### src/rtl/hpc_pkg.sv
package hpc_pkg;
  localparam int CNT_W  = 64;
  localparam int HALF_W = 32;
  localparam int CTL_W  = 6;
  // control bit positions within the 64-bit control register
  localparam int OF_POS    = 63;
  localparam int MINH_POS  = 62;
  localparam int SINH_POS  = 61;
  localparam int UINH_POS  = 60;
  localparam int VSINH_POS = 59;
  localparam int VUINH_POS = 58;
  localparam int CTL_LSB   = VUINH_POS;

  typedef enum logic [1:0] {
    PRIV_U   = 2'b00,
    PRIV_S   = 2'b01,
    PRIV_RSV = 2'b10,
    PRIV_M   = 2'b11
  } priv_e;

  typedef struct packed {
    logic of;
    logic minh;
    logic sinh;
    logic uinh;
    logic vsinh;
    logic vuinh;
  } ctl_t;
endpackage

### src/rtl/hpc_mode_filter.sv
module hpc_mode_filter
  import hpc_pkg::*;
#(
  parameter int IDX_W  = 6,
  parameter int IDX_LO = 3,
  parameter int IDX_HI = 31
) (
  input  logic [1:0]       priv_i,
  input  logic             virt_i,
  input  logic             inhibit_i,
  input  logic [IDX_W-1:0] idx_i,
  input  ctl_t             ctl_i,
  input  logic             incr_i,
  output logic             take_o
);
  priv_e priv;
  logic  mode_block;
  logic  idx_ok;

  always_comb begin
    priv = priv_e'(priv_i);
    unique case (priv)
      PRIV_M:  mode_block = ctl_i.minh;
      PRIV_S:  mode_block = virt_i ? ctl_i.vsinh : ctl_i.sinh;
      PRIV_U:  mode_block = virt_i ? ctl_i.vuinh : ctl_i.uinh;
      default: mode_block = 1'b0;
    endcase
  end

  assign idx_ok = (int'(idx_i) >= IDX_LO) && (int'(idx_i) <= IDX_HI);
  assign take_o = incr_i && idx_ok && !inhibit_i && !mode_block;
endmodule

### src/rtl/hpc_count_reg.sv
module hpc_count_reg
  import hpc_pkg::*;
#(
  parameter int W  = CNT_W,
  parameter int HW = HALF_W
) (
  input  logic         clk,
  input  logic         rst_n,
  input  logic         mode32_i,
  input  logic         we_i,
  input  logic         whi_i,
  input  logic [W-1:0] wdata_i,
  input  logic         take_i,
  output logic [W-1:0] cnt_o,
  output logic         wrap_o
);
  localparam int NH = W / HW;

  logic          step;
  logic [NH:0]   carry;
  logic [W-1:0]  cnt_d;
  logic [W-1:0]  cnt_q;
  logic [NH-1:0] half_en;

  assign step     = take_i && !we_i;
  assign carry[0] = step;

  for (genvar g = 0; g < NH; g++) begin : g_half
    logic [HW-1:0] cur;
    logic          sel;
    assign cur          = cnt_q[g*HW +: HW];
    assign carry[g+1]   = carry[g] && (&cur);
    assign sel          = mode32_i ? (whi_i == g[0]) : 1'b1;

    always_comb begin
      cnt_d[g*HW +: HW] = cur;
      half_en[g]        = 1'b0;
      if (we_i) begin
        if (sel) begin
          half_en[g]        = 1'b1;
          cnt_d[g*HW +: HW] = mode32_i ? wdata_i[HW-1:0] : wdata_i[g*HW +: HW];
        end
      end else if (carry[g]) begin
        half_en[g]        = 1'b1;
        cnt_d[g*HW +: HW] = cur + 1'b1;
      end
    end

    always_ff @(posedge clk or negedge rst_n) begin
      if (!rst_n)          cnt_q[g*HW +: HW] <= '0;
      else if (half_en[g]) cnt_q[g*HW +: HW] <= cnt_d[g*HW +: HW];
    end
  end

  assign wrap_o = carry[NH];
  assign cnt_o  = cnt_q;
endmodule

### src/rtl/hpc_event_reg.sv
module hpc_event_reg
  import hpc_pkg::*;
#(
  parameter int W  = CNT_W,
  parameter int HW = HALF_W
) (
  input  logic         clk,
  input  logic         rst_n,
  input  logic         mode32_i,
  input  logic         we_i,
  input  logic         whi_i,
  input  logic [W-1:0] wdata_i,
  input  logic         wrap_i,
  output logic [W-1:0] evt_o,
  output ctl_t         ctl_o,
  output logic         irq_o
);
  localparam int NH = W / HW;

  logic [W-1:0] evt_q, evt_d, wr_val;
  logic         evt_en;
  logic         irq_q, irq_d;
  logic         raise;

  for (genvar g = 0; g < NH; g++) begin : g_half
    logic sel;
    assign sel = mode32_i ? (whi_i == g[0]) : 1'b1;
    assign wr_val[g*HW +: HW] = !sel ? evt_q[g*HW +: HW] :
                                (mode32_i ? wdata_i[HW-1:0] : wdata_i[g*HW +: HW]);
  end

  assign raise = wrap_i && !we_i && !evt_q[OF_POS];

  always_comb begin
    evt_d  = evt_q;
    evt_en = 1'b0;
    irq_d  = irq_q;
    if (we_i) begin
      evt_en = 1'b1;
      evt_d  = wr_val;
      if (!wr_val[OF_POS]) irq_d = 1'b0;
    end else if (raise) begin
      evt_en        = 1'b1;
      evt_d[OF_POS] = 1'b1;
      irq_d         = 1'b1;
    end
  end

  always_ff @(posedge clk or negedge rst_n) begin
    if (!rst_n)      evt_q <= '0;
    else if (evt_en) evt_q <= evt_d;
  end

  always_ff @(posedge clk or negedge rst_n) begin
    if (!rst_n) irq_q <= 1'b0;
    else        irq_q <= irq_d;
  end

  assign evt_o = evt_q;
  assign ctl_o = ctl_t'(evt_q[OF_POS:CTL_LSB]);
  assign irq_o = irq_q;
endmodule

### src/rtl/hpc_filtered_counter.sv
module hpc_filtered_counter
  import hpc_pkg::*;
#(
  parameter int IDX_W  = 6,
  parameter int IDX_LO = 3,
  parameter int IDX_HI = 31
) (
  input  logic             clk,
  input  logic             rst_n,
  input  logic             mode32_i,
  input  logic [1:0]       priv_i,
  input  logic             virt_i,
  input  logic             inhibit_i,
  input  logic [IDX_W-1:0] idx_i,
  input  logic             incr_i,
  input  logic             cnt_we_i,
  input  logic             evt_we_i,
  input  logic             whi_i,
  input  logic [63:0]      wdata_i,
  output logic [63:0]      cnt_o,
  output logic [63:0]      evt_o,
  output logic             irq_o
);
  ctl_t ctl;
  logic take;
  logic wrap;

  hpc_mode_filter #(.IDX_W(IDX_W), .IDX_LO(IDX_LO), .IDX_HI(IDX_HI)) u_filter (
    .priv_i(priv_i), .virt_i(virt_i), .inhibit_i(inhibit_i), .idx_i(idx_i),
    .ctl_i(ctl), .incr_i(incr_i), .take_o(take)
  );

  hpc_count_reg #(.W(CNT_W), .HW(HALF_W)) u_count (
    .clk(clk), .rst_n(rst_n), .mode32_i(mode32_i), .we_i(cnt_we_i),
    .whi_i(whi_i), .wdata_i(wdata_i), .take_i(take),
    .cnt_o(cnt_o), .wrap_o(wrap)
  );

  hpc_event_reg #(.W(CNT_W), .HW(HALF_W)) u_event (
    .clk(clk), .rst_n(rst_n), .mode32_i(mode32_i), .we_i(evt_we_i),
    .whi_i(whi_i), .wdata_i(wdata_i), .wrap_i(wrap),
    .evt_o(evt_o), .ctl_o(ctl), .irq_o(irq_o)
  );
endmodule

### config.mk
export PLATFORM = sky130hd
export DESIGN_NAME = hpc_filtered_counter
export DESIGN_NICKNAME = d
export VERILOG_FILES = /design/src/rtl/hpc_pkg.sv /design/src/rtl/hpc_mode_filter.sv /design/src/rtl/hpc_count_reg.sv /design/src/rtl/hpc_event_reg.sv /design/src/rtl/hpc_filtered_counter.sv
export SDC_FILE = /design/constraint.sdc
export NUM_CORES = 1
export LEC_CHECK = 0
export ABC_AREA = 0
export BUFFER_PORTS_ARGS = -buffer_cell sky130_fd_sc_hd__buf_4
export CAP_MARGIN = 0
export CORE_UTILIZATION = 38
export CTS_CLUSTER_DIAMETER = 200
export DETAILED_ROUTE_END_ITERATION = 8
export GPL_ROUTABILITY_DRIVEN = 0
export PLACE_DENSITY = 0.72
export SYNTH_ARGS = -nofsm -noshare
export SYNTH_HDL_FRONTEND = slang
export SYNTH_SLANG_ARGS = --single-unit
### constraint.sdc
create_clock -name clk -period 3.77 [get_ports clk]
set_clock_uncertainty 0.15 [all_clocks]
set_input_delay 0.754 -clock clk [delete_from_list [all_inputs] [get_ports clk]]
set_output_delay 0.754 -clock clk [all_outputs]
set_load 0.02 [all_outputs]
=== After elaboration in Yosys (flattened, before gate mapping) ===
Cells that the tools add are included.

* Register bits after elaboration: 129
* Bits in latches: 0
* RAM bits: 0
* ROM bits: 0
* Input bits: 81
* Output and inout bits: 129
* Memories: 0

* Add/sub/neg operators: 2
* Multipliers: 0
* Divide/modulo/power cells: 0
* $lt $le $gt $ge: 2
* Eq/ne operators: 5
* Shifts and indexed selects: 0
* Multiplexer cells: 25
* Bitwise gates (word level): 1
* Reduce and logical (&&, ||, !) cells: 26

{| class="wikitable"
|+ Operators by type and width
! operator !! number
|-
| $mux W32 || 8
|-
| $add A32 B1 Y32 const B || 2
|-
| $reduce_and A32 Y1 || 2
|-
| $mux W1 || 16
|-
| $reduce_and A3 Y1 || 4
|-
| $logic_and A1 B1 Y1 || 9
|-
| $ge A6 B2 Y1 const B || 1
|-
| $le A6 B5 Y1 const B || 1
|-
| $reduce_bool A2 Y1 || 3
|-
| $logic_not A1 Y1 || 5
|-
| $ne A2 B1 Y1 const B || 2
|-
| $reduce_and A2 Y1 || 2
|-
| $pmux W1 S3 || 1
|-
| $eq A2 B1 Y1 const B || 1
|-
| $eq A2 B2 Y1 const B || 1
|-
| $logic_not A2 Y1 || 1
|-
| $ne A2 B2 Y1 const B || 1
|-
| $not A1 Y1 || 1
|}

=== Longest topological paths before layout ===
* Depth after elaboration: 13
* Mapped depth: 9
* Depth with buffers taken out: 7

=== Hierarchy ===
From an unflattened synthesis, not the netlist that was laid out.

* Cell total of the unflattened synthesis: 732
* Area total of the unflattened synthesis: 7,521.0 sq um

{| class="wikitable"
|+ Modules (own cells, without submodules)
! module !! instances !! cells each !! area an instance (sq um)
|-
| hpc_count_reg || 1 || 539 || 4,523.1
|-
| hpc_event_reg || 1 || 186 || 2,936.6
|-
| hpc_mode_filter || 1 || 7 || 61.3
|}

=== Worst setup path before layout ===
OpenSTA, ideal clock, no wires.

* Path kind: in2reg
* Start point: input cnt_we_i
* End point: register u_count.cnt_q[10] (netlist: u_count.g_half[0].cur[10])
* Setup time: 0.137 ns
* Data arrival time: 2.175 ns
* Path slack: 1.308 ns
* Stages on the path: 6
* Cell sequence: nor4b_2 o311ai_2 o21ai_1 clkbuf_1 clkbuf_1 a21oi_1

* Cells in the longest elaborated chain, start to end: 5
* Elaborated cells on any way between the ends: 8
* Those cells by class: 1 x eq/ne; 3 x mux; 4 x reduce/logical

{| class="wikitable"
|+ RTL lines
! item !! RTL line !! source
|-
| start, declared || hpc_filtered_counter.sv:16 || <nowiki>input logic cnt_we_i,</nowiki>
|-
| $logic_not A1 Y1 || hpc_count_reg.sv:25 || <nowiki>assign step = take_i && !we_i;</nowiki>
|-
| $logic_and A1 B1 Y1 || hpc_count_reg.sv:25 ||
|-
| $mux W1 || hpc_count_reg.sv:43 || <nowiki>end else if (carry[g]) begin</nowiki>
|-
| $mux W1 || hpc_count_reg.sv:38 || <nowiki>if (we_i) begin</nowiki>
|-
| $reduce_and A3 Y1 (no source line) || - ||
|-
| end signal, assigned by index || hpc_count_reg.sv:51 || <nowiki>else if (half_en[g]) cnt_q[g*HW +: HW] <= cnt_d[g*HW +: HW];</nowiki>
|-
| end, declared || hpc_count_reg.sv:22 || <nowiki>logic [W-1:0] cnt_q;</nowiki>
|}

Several ways; a longest one is shown, not always the timed one.
A chain may end at the register's enable or synchronous reset.

=== Final worst setup path ===
* Start point: register u_count.cnt_q[0] (netlist: u_count.g_half[0].cur[0])
* End point: register u_count.cnt_q[35] (netlist: u_count.g_half[1].cur[3])

* Cells in the longest elaborated chain, start to end: 5
* Elaborated cells on any way between the ends: 6
* Those cells by class: 2 x mux; 4 x reduce/logical

{| class="wikitable"
|+ RTL lines
! item !! RTL line !! source
|-
| $reduce_and A32 Y1 (*) || hpc_count_reg.sv:32 || <nowiki>assign carry[g+1] = carry[g] && (&cur);</nowiki>
|-
| $logic_and A1 B1 Y1 (*) || hpc_count_reg.sv:32 ||
|-
| $mux W1 || hpc_count_reg.sv:43 ||
|-
| $mux W1 || hpc_count_reg.sv:38 ||
|-
| $reduce_and A3 Y1 (no source line) (*) || - ||
|}

Every way passes the cells marked *; elsewhere a longest branch is shown, timed or not.

==> qor.yml <==
detailed_routing:
  post_drt_wl_per_cell_um: 19.8
  route.detailed.drc: 20
  vias: 6574
  postRouteAntennaNets: 0
  wl_um: 22700
  viasPerCell: 5.72
  drt_iter0_drc: 678
  drt-pass1-iter-count: 7
sta:
  max_freq_ghz: 0.342
  setup_viol: 0
  fin_crit_ns: 2.93
  tightest_slew_ns: 1.02
  hold_viol: 0
  drv_slew: 0
  finalCritPeriodShare_pct: 77.6
  fin_hold_ws_ns: 0.131
  rsz0062_at_grt: "no"
  maxSlewHeadroom_pct: 32.3
  fin_tns_setup_ns: 0
pwr:
  p_clk_share_pct: 34.9
  power_density_nw_per_um2: 507
  p_sw_share_pct: 32.6
  p_leak_nw: 4.27
  switching_power_mw: 1.55
  power_frac_seq_pct: 38.7
  ir_worst_vdd_v: 0.000342
  combPwrFrac_pct: 26.5
  intPower_mw: 3.20
clock_tree:
  cts_resized: 0
  clk_pin_slew_ns: 0.05
  holdBufCountCts: 0
  clock_latency_ns: 0.43
  cts_made_buffers: 17
  cts_tree: "done"
  clockBufferDepth: 2
  cts_setup_buffers: 0
  numClockSinks: 129
  htreeDepth: 4
  cts_root_buffer: "clkbuf_16"
worst_setup_path:
  max_stage_delay_ns: 0.56
  required_ns: 3.96
  crit_chain: "ha_1 > nand4_2 > nor4_4 > and4_1 > nand3b_2 > or3_1 > o211ai_1"
  crit_fanout: 12
  slowest_stage: "and4_1"
  cp_num_buf_inv: 0
  cp_top_family: "simple AND/OR/NAND/NOR gates"
  end_kind: "flip-flop"
  worstSetupStartpointType: "flip-flop"
  path_class: "reg -> reg"
  crit_arrival_ns: 3.11
synthesis:
  yosysWarnings: 0
  synth-main-ff-cell: "dfrtp_1"
  synth_area_um2: 7040
  yosysUniqueCellTypes: 74
  synth-edff-count: 0
  synthCells: 712
  ys_seq_area_share_pct: 45.9
  synth_area_per_cell_um2: 9.89
  async_reset_ff_share_pct: 100
  synth_seq_cells: 129
  syn-num-nets: 795
die:
  start_util_pct: 38.9
  core-area_um2: 18100
  die_h_um: 138
  die_x_um: 138
  ios: 210
  fp-row-count: 49
  die_area_um2: 19100
layout:
  antennaDiodeCount: 0
  syn_to_final_growth_pct: 33.0
  fin_util_pct: 51.8
  ff_latch_area_um2: 3230
  layout.nets: 992
  multi_input_area_um2: 3530
  fin_area_um2: 9370
  layout_commonest_cell: "buf_4"
  final_cell_mix: "buf_4 (219), dfrtp_1 (129), nand2_1 (83)"
  drive_gt1_share_pct: 36.5
  fillers: 1633
place:
  dpl_cell_area_um2: 8780
  io_buffers: 209
  dp.final_hpwl_um: 17000
grt:
  grt-ovfl-total: 0
  grt_max_degree: 66
  met2_usage_pct: 38.0
  grt_util_met1_pct: 33.1
  grt_usage_pct: 24.5
  grt_pass1_vias: 6262
  antenna_found_initial: 0
  grt_most_used_layer: "met2"
  grt_pass1_wl_um: 36000
  use_met3_pct: 5.78
flow_run:
  max_cap_violations: 0
run_status:
  violations: "DRC"
  status: "finished with violations"
worst_hold_path:
  hp-class: "in -> async"
## path summary, 6_finish.rpt
path	start	to	slack, ns	cells after the start
setup / recovery	u_count.g_half[0].cur[0]	u_count.g_half[1].cur[3]	0.84	7
hold / removal	rst_n	u_event.evt_o[58]	0.13	1
setup reg to reg	u_count.g_half[0].cur[0]	u_count.g_half[1].cur[3]	0.84	7
hold reg to reg	u_event.evt_o[56]	u_event.evt_o[56]	0.33	2
max in group asynchronous	rst_n	u_count.g_half[0].cur[0]	2.54	2
min in group clk	u_event.evt_o[56]	u_event.evt_o[56]	0.33	2
## stage by stage
| step | power, mW | setup WS, ns | std cells |
|---|---|---|---|
| floorplan | 2.49 | 1.31 | 712 |
| global placement | 3.09 | 0.762 | 1119 |
| detailed placement | 3.11 | 0.726 | 1119 |
| CTS | 4.77 | 0.842 | 1150 |
| global route | 4.95 | 0.644 | 1150 |
| finish | 4.75 | 0.844 | 1150 |
## per-layer routing
layer	part of all wire, %	vias to the layer above
met1	44	3191
met5	0	-
met3	7.0	37
met2	47	291
met4	2.1	0
li1	-	3055
## synthesized netlist by cell type, types with 3 or more instances
| library cell | instances | area [µm²] |
|---|---|---|
| a211oi_1 | 7 | 52.6 |
| a21o_1 | 7 | 52.6 |
| a21oi_1 | 54 | 270 |
| a221o_1 | 5 | 50.1 |
| a31o_2 | 3 | 26.3 |
| a31oi_1 | 3 | 18.8 |
| a32oi_1 | 3 | 26.3 |
| and2_1 | 7 | 43.8 |
| and3_1 | 8 | 50.1 |
| and4_1 | 8 | 70.1 |
| buf_1 | 7 | 26.3 |
| buf_2 | 6 | 30.0 |
| clkbuf_1 | 22 | 82.6 |
| clkbuf_8 | 5 | 68.8 |
| dfrtp_1 | 129 | 3230 |
| inv_1 | 9 | 33.8 |
| mux2_2 | 55 | 619 |
| mux2i_1 | 29 | 290 |
| nand2_1 | 83 | 312 |
| nand2b_1 | 3 | 18.8 |
| nand3_1 | 28 | 140 |
| nand4_1 | 15 | 93.8 |
| nand4_2 | 3 | 37.5 |
| nor2_1 | 48 | 180 |
| nor3_1 | 12 | 60.1 |
| nor4_1 | 5 | 31.3 |
| o211ai_1 | 4 | 30.0 |
| o21ai_0 | 57 | 285 |
| o221a_2 | 6 | 67.6 |
| o22ai_1 | 15 | 93.8 |
| o31ai_1 | 3 | 22.5 |
| o32ai_1 | 3 | 26.3 |
| or2_2 | 3 | 18.8 |
## final cells by class
type | instances | area share [%]
multi-input cells | 530 | 37.7
flip-flops and latches | 129 | 34.5
repair buffers | 222 | 18.2
clock buffers | 26 | 5.44
well taps | 229 | 3.06
clock inverters | 5 | 0.802
inverters | 9 | 0.361
## state kept, by name (all words and copies together), names as in the netlist
name / count
u_event.evt_o: 64
u_event.irq_o: 1
u_count.g_half.cur: 64
## cell families after synthesis
logic type	count (synthesis)	synth area share (%)
AO/OA/AOI/OAI	192	17.5
AND/OR/NAND/NOR	252	19.3
buffers and inverters	53	4.07
multiplexers	84	12.9
adder cells (fa/ha/maj)	2	0.355
flip-flops	129	45.9
## power groups by stage
stage	Sequential (mW)	Clock [mW]	Combinational, mW
finish	1.84	1.66	1.26
global route	1.87	1.72	1.35
CTS	1.83	1.68	1.27
detailed placement	1.85	0	1.26
global placement	1.84	0	1.24
floorplan	2.05	0	0.441
(Power assumes the default switching activity.)
